`src/rtl/pdw_pkg.sv`:
```
package pdw_pkg;

  typedef enum logic [1:0] {
    OP_OTHER = 2'd0,
    OP_ARM   = 2'd1,
    OP_LIGHT = 2'd2,
    OP_DEEP  = 2'd3
  } op_t;

  typedef enum logic [1:0] {
    SRC_MAIN = 2'd0,
    SRC_SUB  = 2'd1,
    SRC_RING = 2'd2
  } src_t;

  typedef enum logic [1:0] {
    ST_RUN   = 2'd0,
    ST_LIGHT = 2'd1,
    ST_DEEP  = 2'd2,
    ST_WAIT  = 2'd3
  } pstate_t;

  // Selector codes 2 and 3 both choose the ring source.
  function automatic src_t decode_src(input logic [1:0] code);
    if (code == 2'd0) return SRC_MAIN;
    else if (code == 2'd1) return SRC_SUB;
    else return SRC_RING;
  endfunction

  // Stabilization length in ticks of the selected source.
  function automatic int unsigned wait_len(input src_t src, input logic from_light,
                                           input int unsigned ratio,
                                           input int unsigned ring_wait,
                                           input int unsigned mult);
    if (src == SRC_RING && from_light) return ring_wait;
    else return ratio * mult;
  endfunction

endpackage

```
`src/rtl/pdw_entry_decode.sv`:
```
module pdw_entry_decode
  import pdw_pkg::*;
(
  input  logic       clk,
  input  logic       rst_n,
  input  logic       run,
  input  logic       instr_valid,
  input  logic [1:0] instr_op,
  output logic       enter_light,
  output logic       enter_deep
);

  logic armed_q;
  op_t  op;

  assign op = op_t'(instr_op);

  always_ff @(posedge clk or negedge rst_n) begin
    if (!rst_n)           armed_q <= 1'b0;
    else if (!run)        armed_q <= 1'b0;
    else if (instr_valid) armed_q <= (op == OP_ARM);
  end

  assign enter_light = run && instr_valid && armed_q && (op == OP_LIGHT);
  assign enter_deep  = run && instr_valid && armed_q && (op == OP_DEEP);

  // a retired non-arm op leaves nothing armed
  p_cancel_arm_r4: assert property (@(posedge clk) disable iff (!rst_n)
    (run && instr_valid && op != OP_ARM) |=> !armed_q);

endmodule

```
`src/rtl/pdw_stab_counter.sv`:
```
module pdw_stab_counter #(
  parameter int CNT_W = 12
) (
  input  logic             clk,
  input  logic             rst_n,
  input  logic             load,
  input  logic [CNT_W-1:0] load_val,
  input  logic             busy,
  input  logic             tick,
  output logic             cnt_zero
);

  logic [CNT_W-1:0] cnt_q;

  always_ff @(posedge clk or negedge rst_n) begin
    if (!rst_n)                              cnt_q <= '0;
    else if (load)                           cnt_q <= load_val;
    else if (busy && tick && cnt_q != '0)    cnt_q <= cnt_q - 1'b1;
  end

  assign cnt_zero = (cnt_q == '0);

  // once waiting, the count never climbs back up
  p_no_reload_r8: assert property (@(posedge clk) disable iff (!rst_n)
    (busy && !load && $past(busy)) |-> (cnt_q <= $past(cnt_q)));

endmodule

```
`src/rtl/pdw_flags.sv`:
```
module pdw_flags
  import pdw_pkg::*;
#(
  parameter int DIV_W = 4
) (
  input  logic             clk,
  input  logic             rst_n,
  input  logic             run,
  input  logic             sel_we,
  input  logic [1:0]       sel_in,
  input  logic [DIV_W-1:0] div_in,
  input  logic             enter,
  input  logic             wake,
  input  logic             wake_timer,
  output logic             pd_flag,
  output logic             t3_flag,
  output logic [1:0]       sel_q,
  output logic [DIV_W-1:0] div_q
);

  always_ff @(posedge clk or negedge rst_n) begin
    if (!rst_n) begin
      sel_q <= 2'd0;
      div_q <= DIV_W'(1);
    end else if (run && sel_we) begin
      sel_q <= sel_in;
      div_q <= div_in;
    end
  end

  always_ff @(posedge clk or negedge rst_n) begin
    if (!rst_n)     pd_flag <= 1'b0;
    else if (enter) pd_flag <= 1'b1;
  end

  always_ff @(posedge clk or negedge rst_n) begin
    if (!rst_n)    t3_flag <= 1'b0;
    else if (wake) t3_flag <= wake_timer;
  end

  // the sleep flag is sticky until reset
  p_pflag_sticky_r9: assert property (@(posedge clk) disable iff (!rst_n)
    $past(pd_flag) |-> pd_flag);

  // selection is frozen outside run
  p_sel_hold_r11: assert property (@(posedge clk) disable iff (!rst_n)
    !run |=> ($stable(sel_q) && $stable(div_q)));

endmodule

```
`src/rtl/pdw_sequencer.sv`:
```
module pdw_sequencer
  import pdw_pkg::*;
#(
  parameter int DIV_W     = 4,
  parameter int RING_WAIT = 1376,
  parameter int WAIT_MULT = 171
) (
  input  logic             clk,
  input  logic             rst_n,
  input  logic             instr_valid,
  input  logic [1:0]       instr_op,
  input  logic             key_wake,
  input  logic             timer_wake,
  input  logic             sel_we,
  input  logic [1:0]       sel_in,
  input  logic [DIV_W-1:0] div_in,
  input  logic             tick_main,
  input  logic             tick_sub,
  input  logic             tick_ring,
  output logic             run_en,
  output logic             osc_main_en,
  output logic             osc_sub_en,
  output logic             osc_ring_en,
  output logic             pd_flag,
  output logic             t3_flag,
  output logic [1:0]       sel_q
);

  localparam int MAX_RATIO = (1 << DIV_W) - 1;
  localparam int MAX_WAIT  = (RING_WAIT > WAIT_MULT * MAX_RATIO) ? RING_WAIT
                                                                 : WAIT_MULT * MAX_RATIO;
  localparam int CNT_W     = $clog2(MAX_WAIT + 1);

  pstate_t          state_q, state_d;
  logic             enter_light, enter_deep;
  logic             wake_now, wake_timer, from_light;
  logic             cnt_zero, sel_tick, awake;
  logic [DIV_W-1:0] div_q;
  logic [CNT_W-1:0] load_val;
  src_t             src;

  pdw_entry_decode u_entry (
    .clk         (clk),
    .rst_n       (rst_n),
    .run         (state_q == ST_RUN),
    .instr_valid (instr_valid),
    .instr_op    (instr_op),
    .enter_light (enter_light),
    .enter_deep  (enter_deep)
  );

  pdw_flags #(.DIV_W(DIV_W)) u_flags (
    .clk        (clk),
    .rst_n      (rst_n),
    .run        (state_q == ST_RUN),
    .sel_we     (sel_we),
    .sel_in     (sel_in),
    .div_in     (div_in),
    .enter      (enter_light || enter_deep),
    .wake       (wake_now),
    .wake_timer (wake_timer),
    .pd_flag    (pd_flag),
    .t3_flag    (t3_flag),
    .sel_q      (sel_q),
    .div_q      (div_q)
  );

  assign src        = decode_src(sel_q);
  assign from_light = (state_q == ST_LIGHT);
  assign wake_now   = (from_light && (key_wake || timer_wake)) ||
                      ((state_q == ST_DEEP) && key_wake);
  assign wake_timer = from_light && timer_wake && !key_wake;
  assign load_val   = CNT_W'(wait_len(src, from_light, int'(div_q),
                                      RING_WAIT, WAIT_MULT));

  always_comb begin
    case (src)
      SRC_MAIN: sel_tick = tick_main;
      SRC_SUB:  sel_tick = tick_sub;
      default:  sel_tick = tick_ring;
    endcase
  end

  pdw_stab_counter #(.CNT_W(CNT_W)) u_stab (
    .clk      (clk),
    .rst_n    (rst_n),
    .load     (wake_now),
    .load_val (load_val),
    .busy     (state_q == ST_WAIT),
    .tick     (sel_tick),
    .cnt_zero (cnt_zero)
  );

  always_comb begin
    state_d = state_q;
    case (state_q)
      ST_RUN: begin
        if (enter_light)     state_d = ST_LIGHT;
        else if (enter_deep) state_d = ST_DEEP;
      end
      ST_LIGHT, ST_DEEP: if (wake_now) state_d = ST_WAIT;
      ST_WAIT:           if (cnt_zero) state_d = ST_RUN;
      default:           state_d = ST_RUN;
    endcase
  end

  always_ff @(posedge clk or negedge rst_n) begin
    if (!rst_n) state_q <= ST_RUN;
    else        state_q <= state_d;
  end

  assign awake       = (state_q == ST_RUN) || (state_q == ST_WAIT);
  assign run_en      = (state_q == ST_RUN);
  assign osc_main_en = awake && (src == SRC_MAIN);
  assign osc_ring_en = awake && (src == SRC_RING);
  assign osc_sub_en  = (state_q != ST_DEEP);

  // an armed light-sleep op halts the core at once
  p_enter_light_r2: assert property (@(posedge clk) disable iff (!rst_n)
    enter_light |=> (!run_en && osc_sub_en && !osc_main_en));

  // deep sleep gates every oscillator
  p_enter_deep_r3: assert property (@(posedge clk) disable iff (!rst_n)
    enter_deep |=> (!run_en && !osc_sub_en && !osc_ring_en && !osc_main_en));

  // deep sleep holds without a key press
  p_deep_hold_r6: assert property (@(posedge clk) disable iff (!rst_n)
    (state_q == ST_DEEP && !key_wake) |=> (state_q == ST_DEEP));

  // release only after an exhausted count
  p_release_r7: assert property (@(posedge clk) disable iff (!rst_n)
    $rose(run_en) |-> $past(cnt_zero && state_q == ST_WAIT));

endmodule

```
`config.mk`:
```
export PLATFORM = sky130hd
export DESIGN_NAME = pdw_sequencer
export DESIGN_NICKNAME = d
export VERILOG_FILES = /design/src/rtl/pdw_pkg.sv /design/src/rtl/pdw_entry_decode.sv /design/src/rtl/pdw_stab_counter.sv /design/src/rtl/pdw_flags.sv /design/src/rtl/pdw_sequencer.sv
export SDC_FILE = /design/constraint.sdc
export NUM_CORES = 1
export LEC_CHECK = 0
export ABC_AREA = 1
export BUFFER_PORTS_ARGS = -buffer_cell sky130_fd_sc_hd__buf_2
export CORE_ASPECT_RATIO = 2
export CORE_MARGIN = 10
export CORE_UTILIZATION = 40
export DETAILED_ROUTE_END_ITERATION = 10
export GPL_TIMING_DRIVEN = 0
export PLACE_DENSITY = 0.61
export RECOVER_POWER = 50
export SKIP_LAST_GASP = 1
export SLEW_MARGIN = 0
export SYNTH_ARGS = -nofsm -noshare
export SYNTH_HDL_FRONTEND = slang
export SYNTH_SLANG_ARGS = --single-unit
```
`constraint.sdc`:
```
create_clock -name clk -period 4.97 [get_ports clk]
set_clock_uncertainty 0.1 [all_clocks]
set_input_delay 0.2485 -clock clk [delete_from_list [all_inputs] [get_ports clk]]
set_output_delay 0.2485 -clock clk [all_outputs]
set_load 0.005 [all_outputs]
```
==> key figures <==
Outcome
  • Outcome: completed

Global route
  • Global route total overflow: 0
  • Largest net degree at the start of global routing: 24
  • Global-route usage over all layers: 12.39%
  • First-pass GRT wire length: 7803 microns
  • Vias in the first global route: 1766
  • Initial antenna violation count: 0

Placement
  • RePlAce Congestion: 0.8257
  • Worst slack at placement: 2.396 ns
  • Port Buffer Count: 24
  • Detailed Place HPWL: 3590 microns

Floorplanning
  • Die width: 68.00 microns
  • Overall die area: 7887 sq um
  • Core Area: 4424 sq um
  • Top Ports: 25
  • Row Count: 34
  • Initial core utilization: 41.66%
  • Die Ht: 116.0 microns

Route
  • DR vias: 1681
  • DRC viols: 0
  • DR iter-0 viols: 61
  • DR WL/cell: 12.94 microns
  • Post-DR vias/cell: 4.915
  • DRT Wirelength: 4425 microns
  • Initial DRT Pass Iterations: 4
  • Final ANT Viol Nets: 0

Logic synthesis
  • Synth async-reset ratio: 100.0%
  • Primary FF master, synth: dfrtp_1
  • Cells after Synth: 259
  • Syn Std Cell Area: 1843 sq um
  • Average size of a mapped cell: 7.116 sq um
  • Syn Nets: 294
  • Post-synth cell types: 33
  • Number of synthesized flops with an enable pin: 0
  • Synthesis Warnings: 0
  • #FFs+latches synth: 23
  • Seq/Total Area, Yosys: 31.30%

CTS
  • CTS resizes: 0
  • CTS Sinks: 23
  • Hold-fix buffers, CTS: 1
  • Insertion delay to the later sink of the worst-skew pair: 0.28 ns
  • Max clock buf depth: 2
  • H-tree levels: 1
  • CTS buffer count: 3
  • Clk slew on worst S/H paths: 0.09 ns
  • Clock root cell: clkbuf_8
  • Post-CTS Setup Inserts: 0
  • CTS tree: yes

Power and ir drop
  • Total power: 1.685 mW
  • Combinational fraction of design power: 71.9%
  • Clock share of power: 7.2%
  • Pwr/cell area: 810.0 nW/um^2
  • Pleak: 1.103 nW
  • Switching share of power: 53.09%
  • Sequential Power Share: 20.9%
  • Switching pwr: 0.8948 mW
  • Int Power: 0.7905 mW
  • VDD IR max: 0.3953 mV

Timing
  • Fin crit share: 51.49%
  • Setup TNS: 0 ns
  • Final hold vios: 0
  • Unrepaired setup endpoints after global routing: no
  • Slew Viols, Final: 0
  • Final setup margin: 2.411 ns
  • Maximum clock rate: 390.7 MHz
  • Worst-Margin Slew: 1.334 ns
  • Hold_ws: 0.06465 ns
  • Final setup fails: 0
  • Rel. slew slack: 11.04%
  • Fin crit period: 2.559 ns

Min path
  • Hold crit path type: in -> reg
  • Worst hold path depth: 2

Layout
  • Antenna cells: 0
  • Most common cell after layout, fill and taps aside: nand2_1
  • Syn-to-layout area delta: 12.90%
  • Commonest cells after routing, fill and taps aside: 69 x nand2_1, 36 x inv_1, 31 x nand3_1
  • Area of the multi-input gates: 1104 sq um
  • Nets: 324
  • Fill count: 484
  • Layout cell share with drive strength beyond 1: 15.63%
  • Register Area: 576.8 sq um

Critical path
  • Crit-path max FO: 5
  • Critical path, cell by cell: inv_1, fa_1, inv_1, ha_1, inv_1, nor2_1, a21oi_1, nand2_1, nand2_1, nand2_1, nand2_1, nand2_1, nand2_1, nand2_1
  • CP peak stage delay: 0.53 ns
  • Worst EP required: 5.05 ns
  • Worst Setup End Kind: flop
  • Worst EP arrival: 2.64 ns
  • Worst Reg2Reg Path Length in Cells: 14
  • Crit-path most repeated cell: nand2_1
  • CP startpoint kind: flop
  • Setup CP Type: reg -> reg
  • Worst path slowest cell: dfstp_2

Run
  • Max_cap viols: 0
-- Yosys cell counts, types with 2 or more instances --
library cell / instances / area, sq um
nor3_1: 2 / 10.01
nor2_1: 26 / 97.59
inv_1: 36 / 135.1
o21ai_2: 4 / 35.03
fa_1: 2 / 40.04
nand3_1: 31 / 155.2
nand4_1: 3 / 18.77
nand2_1: 69 / 259.0
o22ai_1: 2 / 12.51
dfrtp_1: 22 / 550.5
nand3_2: 3 / 30.03
a21oi_1: 7 / 35.03
mux2_2: 2 / 22.52
o21ai_0: 14 / 70.07
nor2_2: 3 / 18.77
ha_1: 16 / 200.2
-- power groups by stage --
stage	clock [mW]	sequential (mW)	combinational (mW)
after CTS	0.124	0.352	1.23
after global placement	0	0.355	1.20
after global routing	0.130	0.365	1.42
after floorplan	0	0.336	0.954
after detailed placement	0	0.356	1.22
final	0.121	0.352	1.21
-- worst paths after layout --
kind	start	slack, ns	to
setup / recovery	u_flags.div_q[0]	2.41	u_stab.cnt_q[11]
setup reg to reg	u_flags.div_q[0]	2.41	u_stab.cnt_q[11]
min in group asynchronous	rst_n	0.69	u_stab.cnt_q[2]
hold / removal	key_wake	0.06	u_flags.t3_flag
max in group asynchronous	rst_n	3.29	u_flags.div_q[2]
hold reg to reg	u_flags.pd_flag	0.38	u_flags.pd_flag
-- layer usage --
layer | GRT usage [%] | part of all wire [%] | vias to the layer above | wire [microns]
met5 | 0 | 0 | - | 0
met4 | 4.049 | 1.1 | 0 | 50
met3 | 2.031 | 2.2 | 4 | 97
met2 | 22.97 | 56 | 26 | 2463
met1 | 13.38 | 41 | 760 | 1814
li1 | - | - | 891 | -
-- kinds of logic (layout without fill, tap and decap cells) --
| kind of cell | count (synthesis) | in the layout | synth area share, % |
|---|---|---|---|
| compound gates | 31 | 31 | 9.844 |
| buf+inv | 41 | 70 | 8.825 |
| flops | 23 | 23 | 31.30 |
| xor+xnor | 2 | 2 | 0.9506 |
| mux | 2 | 2 | 1.222 |
| fa+ha+maj | 18 | 18 | 13.03 |
| simple gates | 142 | 142 | 34.83 |
-- state kept, by name (all words and copies together) (netlist names) --
signal / cells
state_q: 2
u_flags.pd_flag: 1
u_flags.t3_flag: 1
u_entry.armed_q: 1
u_flags.sel_q: 2
u_flags.div_q: 4
u_stab.cnt_q: 12
-- critical path, delay by kind of cell, from the launching register on --
kind | cells | cell delay [ns]
adder cells (fa/ha/maj) | 2 | 0.67
flip-flops | 1 | 0.53
buffers and inverters | 3 | 0.32
AND/OR/NAND/NOR | 8 | 0.60
AO/OA/AOI/OAI | 1 | 0.27
-- stage by stage --
stage,area [sq um],util (%),std cells
floorplan,1843,-,259
CTS,2086,47.14,342
global placement,2031,45.90,337
global route,2081,47.03,342
finish,2081,47.03,342
detailed placement,2031,45.90,337
-- final cells by class --
class | instances | share of cell area, %
repair buffers | 25 | 6.013
flip-flops and latches | 23 | 27.72
inverters | 38 | 6.855
plain buffers | 3 | 0.9621
well taps | 54 | 3.247
clock buffers | 4 | 2.165
multi-input cells | 195 | 53.04
Power figures use the tool's default switching activity.
